--- src/rtl/ctm_pkg.sv ---
package ctm_pkg;
  localparam int OP_W  = 2;
  localparam int SEL_W = 2;

  typedef enum logic [OP_W-1:0] {
    OP_LOAD  = 2'b00,
    OP_STORE = 2'b01,
    OP_MOVE  = 2'b10,
    OP_HALT  = 2'b11
  } opcode_e;

  localparam logic [SEL_W-1:0] SEL_TMP = 2'b00;

  typedef enum logic [2:0] {
    ST_FETCH_ADDR,
    ST_FETCH_READ,
    ST_FETCH_IR,
    ST_DECODE,
    ST_EXEC_ADDR,
    ST_EXEC_MEM,
    ST_EXEC_DONE,
    ST_HALTED
  } ctl_state_e;

  typedef struct packed {
    logic mar_from_pc;
    logic mar_from_ir;
    logic mdr_from_mem;
    logic mdr_from_src;
    logic ir_load;
    logic pc_inc;
    logic tmp_from_mdr;
    logic mem_we;
  } ctl_t;
endpackage

--- src/rtl/ctm_mem.sv ---
module ctm_mem #(
  parameter int ADDR_W = 4,
  parameter int DATA_W = 8
) (
  input  logic              clk_i,
  input  logic              pre_we_i,
  input  logic [ADDR_W-1:0] pre_addr_i,
  input  logic [DATA_W-1:0] pre_data_i,
  input  logic              wr_en_i,
  input  logic [ADDR_W-1:0] wr_addr_i,
  input  logic [DATA_W-1:0] wr_data_i,
  input  logic [ADDR_W-1:0] rd_addr_i,
  output logic [DATA_W-1:0] rd_data_o
);
  localparam int DEPTH = 1 << ADDR_W;

  logic [DATA_W-1:0] mem_q [DEPTH];

  for (genvar i = 0; i < DEPTH; i++) begin : g_word
    always_ff @(posedge clk_i) begin
      // preload wins over a core write
      if (pre_we_i && pre_addr_i == ADDR_W'(i))     mem_q[i] <= pre_data_i;
      else if (wr_en_i && wr_addr_i == ADDR_W'(i))  mem_q[i] <= wr_data_i;
    end
  end

  assign rd_data_o = mem_q[rd_addr_i];
endmodule

--- src/rtl/ctm_ctrl.sv ---
module ctm_ctrl
  import ctm_pkg::*;
(
  input  logic             clk_i,
  input  logic             rst_ni,
  input  opcode_e          op_i,
  input  logic [SEL_W-1:0] sel_i,
  output ctl_state_e       state_o,
  output ctl_t             ctl_o,
  output logic             halted_o
);
  ctl_state_e state_q, state_d;

  always_comb begin
    state_d = state_q;
    ctl_o   = '0;
    unique case (state_q)
      ST_FETCH_ADDR: begin
        ctl_o.mar_from_pc = 1'b1;
        state_d = ST_FETCH_READ;
      end
      ST_FETCH_READ: begin
        ctl_o.mdr_from_mem = 1'b1;
        state_d = ST_FETCH_IR;
      end
      ST_FETCH_IR: begin
        ctl_o.ir_load = 1'b1;
        ctl_o.pc_inc  = 1'b1;
        state_d = ST_DECODE;
      end
      ST_DECODE: begin
        // store: MDR takes its source before MAR is touched
        ctl_o.mdr_from_src = (op_i == OP_STORE);
        state_d = (op_i == OP_HALT) ? ST_HALTED : ST_EXEC_ADDR;
      end
      ST_EXEC_ADDR: begin
        ctl_o.mar_from_ir = (op_i == OP_LOAD) || (op_i == OP_STORE);
        state_d = ST_EXEC_MEM;
      end
      ST_EXEC_MEM: begin
        ctl_o.mdr_from_mem = (op_i == OP_LOAD);
        ctl_o.mem_we       = (op_i == OP_STORE);
        state_d = ST_EXEC_DONE;
      end
      ST_EXEC_DONE: begin
        ctl_o.tmp_from_mdr = (op_i == OP_MOVE) ||
                             ((op_i == OP_LOAD) && (sel_i == SEL_TMP));
        state_d = ST_FETCH_ADDR;
      end
      ST_HALTED: state_d = ST_HALTED;
      default:   state_d = ST_FETCH_ADDR;
    endcase
  end

  always_ff @(posedge clk_i or negedge rst_ni) begin
    if (!rst_ni) state_q <= ST_FETCH_ADDR;
    else         state_q <= state_d;
  end

  assign state_o  = state_q;
  assign halted_o = (state_q == ST_HALTED);

  AST_FETCH_SEQ: assert property (@(posedge clk_i) disable iff (!rst_ni)
    state_q == ST_FETCH_ADDR |=> state_q == ST_FETCH_READ);
  AST_HALT_STICKY: assert property (@(posedge clk_i) disable iff (!rst_ni)
    state_q == ST_HALTED |=> state_q == ST_HALTED);
  AST_WRITE_AFTER_ADDR: assert property (@(posedge clk_i) disable iff (!rst_ni)
    ctl_o.mem_we |-> $past(state_q) == ST_EXEC_ADDR);
  AST_MAR_ONE_SRC: assert property (@(posedge clk_i) disable iff (!rst_ni)
    $onehot0({ctl_o.mar_from_pc, ctl_o.mar_from_ir}));
endmodule

--- src/rtl/ctm_dpath.sv ---
module ctm_dpath
  import ctm_pkg::*;
#(
  parameter int ADDR_W = 4,
  parameter int DATA_W = 8
) (
  input  logic              clk_i,
  input  logic              rst_ni,
  input  ctl_t              ctl_i,
  input  logic [DATA_W-1:0] rd_data_i,
  output logic [ADDR_W-1:0] pc_o,
  output logic [DATA_W-1:0] ir_o,
  output logic [ADDR_W-1:0] mar_o,
  output logic [DATA_W-1:0] mdr_o,
  output logic [DATA_W-1:0] tmp_o,
  output opcode_e           op_o,
  output logic [ADDR_W-1:0] addr_o,
  output logic [SEL_W-1:0]  sel_o
);
  logic [ADDR_W-1:0] pc_q, mar_q;
  logic [DATA_W-1:0] ir_q, mdr_q, tmp_q, src_data;

  assign op_o   = opcode_e'(ir_q[DATA_W-1 -: OP_W]);
  assign addr_o = ir_q[SEL_W +: ADDR_W];
  assign sel_o  = ir_q[SEL_W-1:0];

  assign src_data = (sel_o == SEL_TMP) ? tmp_q : mdr_q;

  always_ff @(posedge clk_i or negedge rst_ni) begin
    if (!rst_ni) begin
      pc_q  <= '0;
      ir_q  <= '0;
      mar_q <= '0;
      mdr_q <= '0;
      tmp_q <= '0;
    end else begin
      if (ctl_i.mar_from_pc)       mar_q <= pc_q;
      else if (ctl_i.mar_from_ir)  mar_q <= addr_o;
      if (ctl_i.mdr_from_mem)      mdr_q <= rd_data_i;
      else if (ctl_i.mdr_from_src) mdr_q <= src_data;
      if (ctl_i.ir_load)           ir_q  <= mdr_q;
      if (ctl_i.pc_inc)            pc_q  <= pc_q + 1'b1;
      if (ctl_i.tmp_from_mdr)      tmp_q <= mdr_q;
    end
  end

  assign pc_o  = pc_q;
  assign ir_o  = ir_q;
  assign mar_o = mar_q;
  assign mdr_o = mdr_q;
  assign tmp_o = tmp_q;

  AST_IR_HOLD: assert property (@(posedge clk_i) disable iff (!rst_ni)
    !ctl_i.ir_load |=> $stable(ir_q));
  AST_TMP_FROM_MDR: assert property (@(posedge clk_i) disable iff (!rst_ni)
    ctl_i.tmp_from_mdr |=> tmp_q == $past(mdr_q));
endmodule

--- src/rtl/stored_prog_ctl.sv ---
module stored_prog_ctl
  import ctm_pkg::*;
#(
  parameter int ADDR_W = 4
) (
  input  logic                            clk_i,
  input  logic                            rst_ni,
  input  logic                            pre_we_i,
  input  logic [ADDR_W-1:0]               pre_addr_i,
  input  logic [OP_W+ADDR_W+SEL_W-1:0]    pre_data_i,
  output logic [ADDR_W-1:0]               pc_o,
  output logic [OP_W+ADDR_W+SEL_W-1:0]    ir_o,
  output logic [ADDR_W-1:0]               mar_o,
  output logic [OP_W+ADDR_W+SEL_W-1:0]    mdr_o,
  output logic [OP_W+ADDR_W+SEL_W-1:0]    tmp_o,
  output logic                            halted_o
);
  localparam int DATA_W = OP_W + ADDR_W + SEL_W;

  ctl_t              ctl;
  ctl_state_e        state;
  opcode_e           op;
  logic [ADDR_W-1:0] ir_addr;
  logic [SEL_W-1:0]  sel;
  logic [DATA_W-1:0] rd_data;

  ctm_ctrl u_ctrl (
    .clk_i    (clk_i),
    .rst_ni   (rst_ni),
    .op_i     (op),
    .sel_i    (sel),
    .state_o  (state),
    .ctl_o    (ctl),
    .halted_o (halted_o)
  );

  ctm_dpath #(.ADDR_W(ADDR_W), .DATA_W(DATA_W)) u_dpath (
    .clk_i     (clk_i),
    .rst_ni    (rst_ni),
    .ctl_i     (ctl),
    .rd_data_i (rd_data),
    .pc_o      (pc_o),
    .ir_o      (ir_o),
    .mar_o     (mar_o),
    .mdr_o     (mdr_o),
    .tmp_o     (tmp_o),
    .op_o      (op),
    .addr_o    (ir_addr),
    .sel_o     (sel)
  );

  ctm_mem #(.ADDR_W(ADDR_W), .DATA_W(DATA_W)) u_mem (
    .clk_i      (clk_i),
    .pre_we_i   (pre_we_i),
    .pre_addr_i (pre_addr_i),
    .pre_data_i (pre_data_i),
    .wr_en_i    (ctl.mem_we),
    .wr_addr_i  (mar_o),
    .wr_data_i  (mdr_o),
    .rd_addr_i  (mar_o),
    .rd_data_o  (rd_data)
  );

  AST_PC_ADVANCE: assert property (@(posedge clk_i) disable iff (!rst_ni)
    state == ST_FETCH_IR |=> pc_o == ADDR_W'($past(pc_o) + 1'b1));
  AST_HALT_FROZEN: assert property (@(posedge clk_i) disable iff (!rst_ni)
    halted_o |=> $stable(pc_o) && $stable(ir_o) && $stable(mar_o)
                 && $stable(mdr_o) && $stable(tmp_o));
  AST_RESET_CLEAR: assert property (@(posedge clk_i)
    !rst_ni |-> pc_o == '0 && ir_o == '0 && mdr_o == '0 && !halted_o);
endmodule

--- config.mk ---
export PLATFORM = sky130hd
export DESIGN_NAME = stored_prog_ctl
export DESIGN_NICKNAME = d
export VERILOG_FILES = /design/src/rtl/ctm_pkg.sv /design/src/rtl/ctm_mem.sv /design/src/rtl/ctm_ctrl.sv /design/src/rtl/ctm_dpath.sv /design/src/rtl/stored_prog_ctl.sv
export SDC_FILE = /design/constraint.sdc
export NUM_CORES = 1
export LEC_CHECK = 0
export CAP_MARGIN = 20
export CORE_ASPECT_RATIO = 1.1
export CORE_MARGIN = 5
export CORE_UTILIZATION = 25
export DETAILED_ROUTE_END_ITERATION = 10
export HOLD_SLACK_MARGIN = 0.08
export SYNTH_ARGS = -nofsm -noshare
export SYNTH_HDL_FRONTEND = slang
export SYNTH_HIERARCHICAL = 1
export SYNTH_SLANG_ARGS = --single-unit
--- constraint.sdc ---
create_clock -name clk_i -period 2.59 [get_ports clk_i]
set_input_delay 0.518 -clock clk_i [delete_from_list [all_inputs] [get_ports clk_i]]
set_output_delay 0.518 -clock clk_i [all_outputs]
set_load 0.1 [all_outputs]
==> flow_metrics.py <==
metrics = {
    "run_status": {
        "status": "completed",
    },
    "grt": {
        "grt_pass1_vias": 5140,
        "gr-max-usage-layer": "met2",
        "grtUsageMet1_pct": 16.68,
        "grt_max_degree": 36,
        "met2_usage_pct": 19.85,
        "grt_use_total_pct": 12.23,
        "globalRouteOverflowTotal": 0,
        "grt_pass1_wl_um": 34040,
        "antenna_found_initial": 0,
        "grtUsageMet3_pct": 1.433,
    },
    "synth": {
        "ys_async_sr_fraction_pct": 21.47,
        "yosys_warnings": 6,
        "synth_cell_type_count": 47,
        "syn_area_um2": 8464,
        "synthCells": 560,
        "synth_top_family_by_area": "multiplexers",
        "synth-edff-count": 128,
        "synth_top_area_share_pct": 45.41,
        "synth_nets": 576,
        "synth_area_per_cell_um2": 15.11,
        "synth_flop_cell": "edfxtp_1",
        "synth_area_leaders": "edfxtp_1, mux2_2, dfrtp_1",
        "muxShareOfSynthArea_pct": 28.40,
        "synthXorXnorAreaFrac_pct": 0.3104,
        "ys_seq_elements": 163,
        "ys_seq_area_share_pct": 55.76,
        "synth_largest_area_cell": "edfxtp_1",
        "synth_compound_area_share_pct": 6.726,
        "synthSimpleGateAreaFrac_pct": 5.322,
        "synthAdderAreaFrac_pct": 0.1478,
    },
    "timing": {
        "fin_skew_ns": 0.01224,
        "tightest_slew_ns": 0.7904,
        "setup_tns_ns": 0,
        "rsz0062_at_grt": "no",
        "timing.final.crit_share_pct": 89.93,
        "max_freq_mhz": 429.3,
        "period_minus_slack_ns": 2.329,
        "hold_violations": 0,
        "setup_violations": 0,
        "hold_slack_ns": 0.1611,
        "finalMaxSlewViolations": 0,
        "slew_headroom_pct": 46.90,
    },
    "cells_and_area": {
        "final_cell_mix": "mux2_2, edfxtp_1, buf_4, nand2_1, mux4_2",
        "multi_input_area_um2": 3468,
        "layout-drive-gt1-share_pct": 51.62,
        "num-fill-cells": 3286,
        "final_common_cell": "mux2_2",
        "area_growth_pct": 22.29,
        "antennaDiodeCount": 0,
        "seqCellArea_um2": 4725,
        "final_nets": 652,
    },
    "pwr": {
        "power_leakage_nw": 3.622,
        "peakVddDrop_mv": 0.6706,
        "p_comb_share_pct": 46.2,
        "p_clk_share_pct": 21.8,
        "p_int_w": 0.006173,
        "power.density_nw_per_um2": 1105,
        "power_frac_seq_pct": 32.0,
        "p_switching_w": 0.005265,
        "switching_share_pct": 46.03,
        "finalPower_w": 0.01144,
    },
    "drt": {
        "viasPerCell": 4.791,
        "dr.pass1.iters": 5,
        "postRouteAntennaNets": 0,
        "vias": 5179,
        "wl_per_cell_um": 21.09,
        "remaining_drc_errors": 0,
        "routed_wl_um": 22790,
        "drtIter0Drc": 410,
    },
    "placed_design": {
        "io_buffer_count": 47,
        "dp_hpwl_um": 15360,
        "place_congestion": 0.7987,
    },
    "critical_path": {
        "arrival_ns": 2.51,
        "crit_path_end_kind": "flip-flop",
        "required_ns": 2.77,
        "critPathKind": "flip-flop to flip-flop",
        "path_max_fanout": 9,
        "startpoint_type": "flip-flop",
        "reg2reg_depth": 5,
    },
    "floorplanning": {
        "core_um2": 33370,
        "num_io_pins": 48,
        "die_h_um": 203.0,
        "num_rows": 70,
        "initial_core_util_pct": 25.37,
        "fp.dieArea_um2": 37640,
        "die_x_um": 185.4,
    },
    "cts": {
        "h-tree-depth": 4,
        "cts_tree": "yes",
        "clock_latency_ns": 0.43,
        "cts-resized-gates": 0,
        "cts-buffers-inserted": 17,
        "postCtsSetupBuffers": 0,
        "clockBufferDepth": 2,
        "clk_pin_slew_ns": 0.07,
        "root_buffer": "clkbuf_16",
        "cts_hold_buf": 0,
        "cts.sinks": 163,
    },
    "hold_path": {
        "min_path_type": "input port to async pin",
    },
    "run": {
        "cap_violations": 0,
    },
}
## stage by stage
stage | setup WS (ns) | instance area, µm² | instances | util [%]
5_1_grt | 0.1050 | 10350 | 1081 | 31.02
3_5_place_dp | -0.1309 | 9769 | 1049 | 29.28
4_1_cts | 0.2287 | 10350 | 1081 | 31.02
3_3_place_gp | -0.1128 | 9769 | 1049 | 29.28
6_report | 0.2607 | 10350 | 1081 | 31.02
2_1_floorplan | 0.01813 | 8473 | 560 | -
## cell usage after synthesis, types with 3 or more instances
library cell,number
a21oi_1,16
a22oi_1,16
and3_1,3
and3b_1,4
buf_2,12
buf_4,11
clkbuf_1,29
dfrtp_1,35
edfxtp_1,128
mux2_2,145
mux2i_1,5
mux4_2,32
nand2_1,36
nand3_1,5
nor2b_1,13
o2111ai_2,3
o211ai_2,8
o21ai_0,18
o31ai_1,4
## per-layer routing
metal	wire (µm)	vias to the layer above	share of wire, %
li1	-	2342	-
met1	9861	2674	43
met2	11300	129	50
met3	925	34	4.1
met4	707	0	3.1
met5	0	-	0
## path summary, 6_finish.rpt
kind | start | end | slack (ns)
worst max register to register | u_dpath/ir_o[7] | u_mem/mem_q[13][1] | 0.26
min in group clk_i | u_dpath/pc_o[3] | u_dpath/pc_o[3] | 0.53
worst min register to register | u_dpath/pc_o[3] | u_dpath/pc_o[3] | 0.53
max in group asynchronous | rst_ni | u_dpath/mar_o[0] | 1.88
worst max-delay path | u_dpath/ir_o[7] | u_mem/mem_q[13][1] | 0.26
worst min-delay path | rst_ni | u_dpath/mdr_o[0] | 0.16
## cell families (layout without fill, tap and decap cells)
kind of cell | Yosys count | count (layout)
AOI/OAI and AO/OA | 73 | 73
xor gates and xnor gates | 3 | 3
adders and majority gates | 1 | 1
buffers and inverters | 58 | 147
DFF | 163 | 163
muxes | 182 | 182
and+or+nand+nor | 80 | 80
## cell type report
class / instances / share of cell area [%]
Multi-Input combinational cell: 339 / 33.51
Timing Repair Buffer: 113 / 9.936
Clock buffer: 19 / 4.593
Clock inverter: 13 / 1.027
Sequential cell: 163 / 45.64
Tap cell: 432 / 5.222
Inverter: 2 / 0.07252
## critical path: stages, from the launching register on
cell      delay (ns)
dfrtp_2         0.46
nand4b_1        0.19
nor2_1          0.23
and3b_1         0.29
o2111a_1        0.50
mux2_2          0.39
## power groups by stage
stage               Sequential, W  Combinational (W)  Clock [W]
global placement          0.00372            0.00528          0
CTS                       0.00368            0.00532    0.00253
global route              0.00373            0.00554    0.00264
finish                    0.00366            0.00529    0.00249
floorplan                 0.00511            0.00231          0
detailed placement        0.00374            0.00531          0
## registers in the layout (all words and copies together) (netlist names), named ones only
signal / flops
u_mem/mem_q: 128
u_dpath/pc_o: 4
u_ctrl/state_o: 2
u_dpath/ir_o: 8
u_dpath/mdr_o: 8
u_dpath/mar_o: 4
u_dpath/tmp_o: 8
Power figures use the tool's default switching activity.
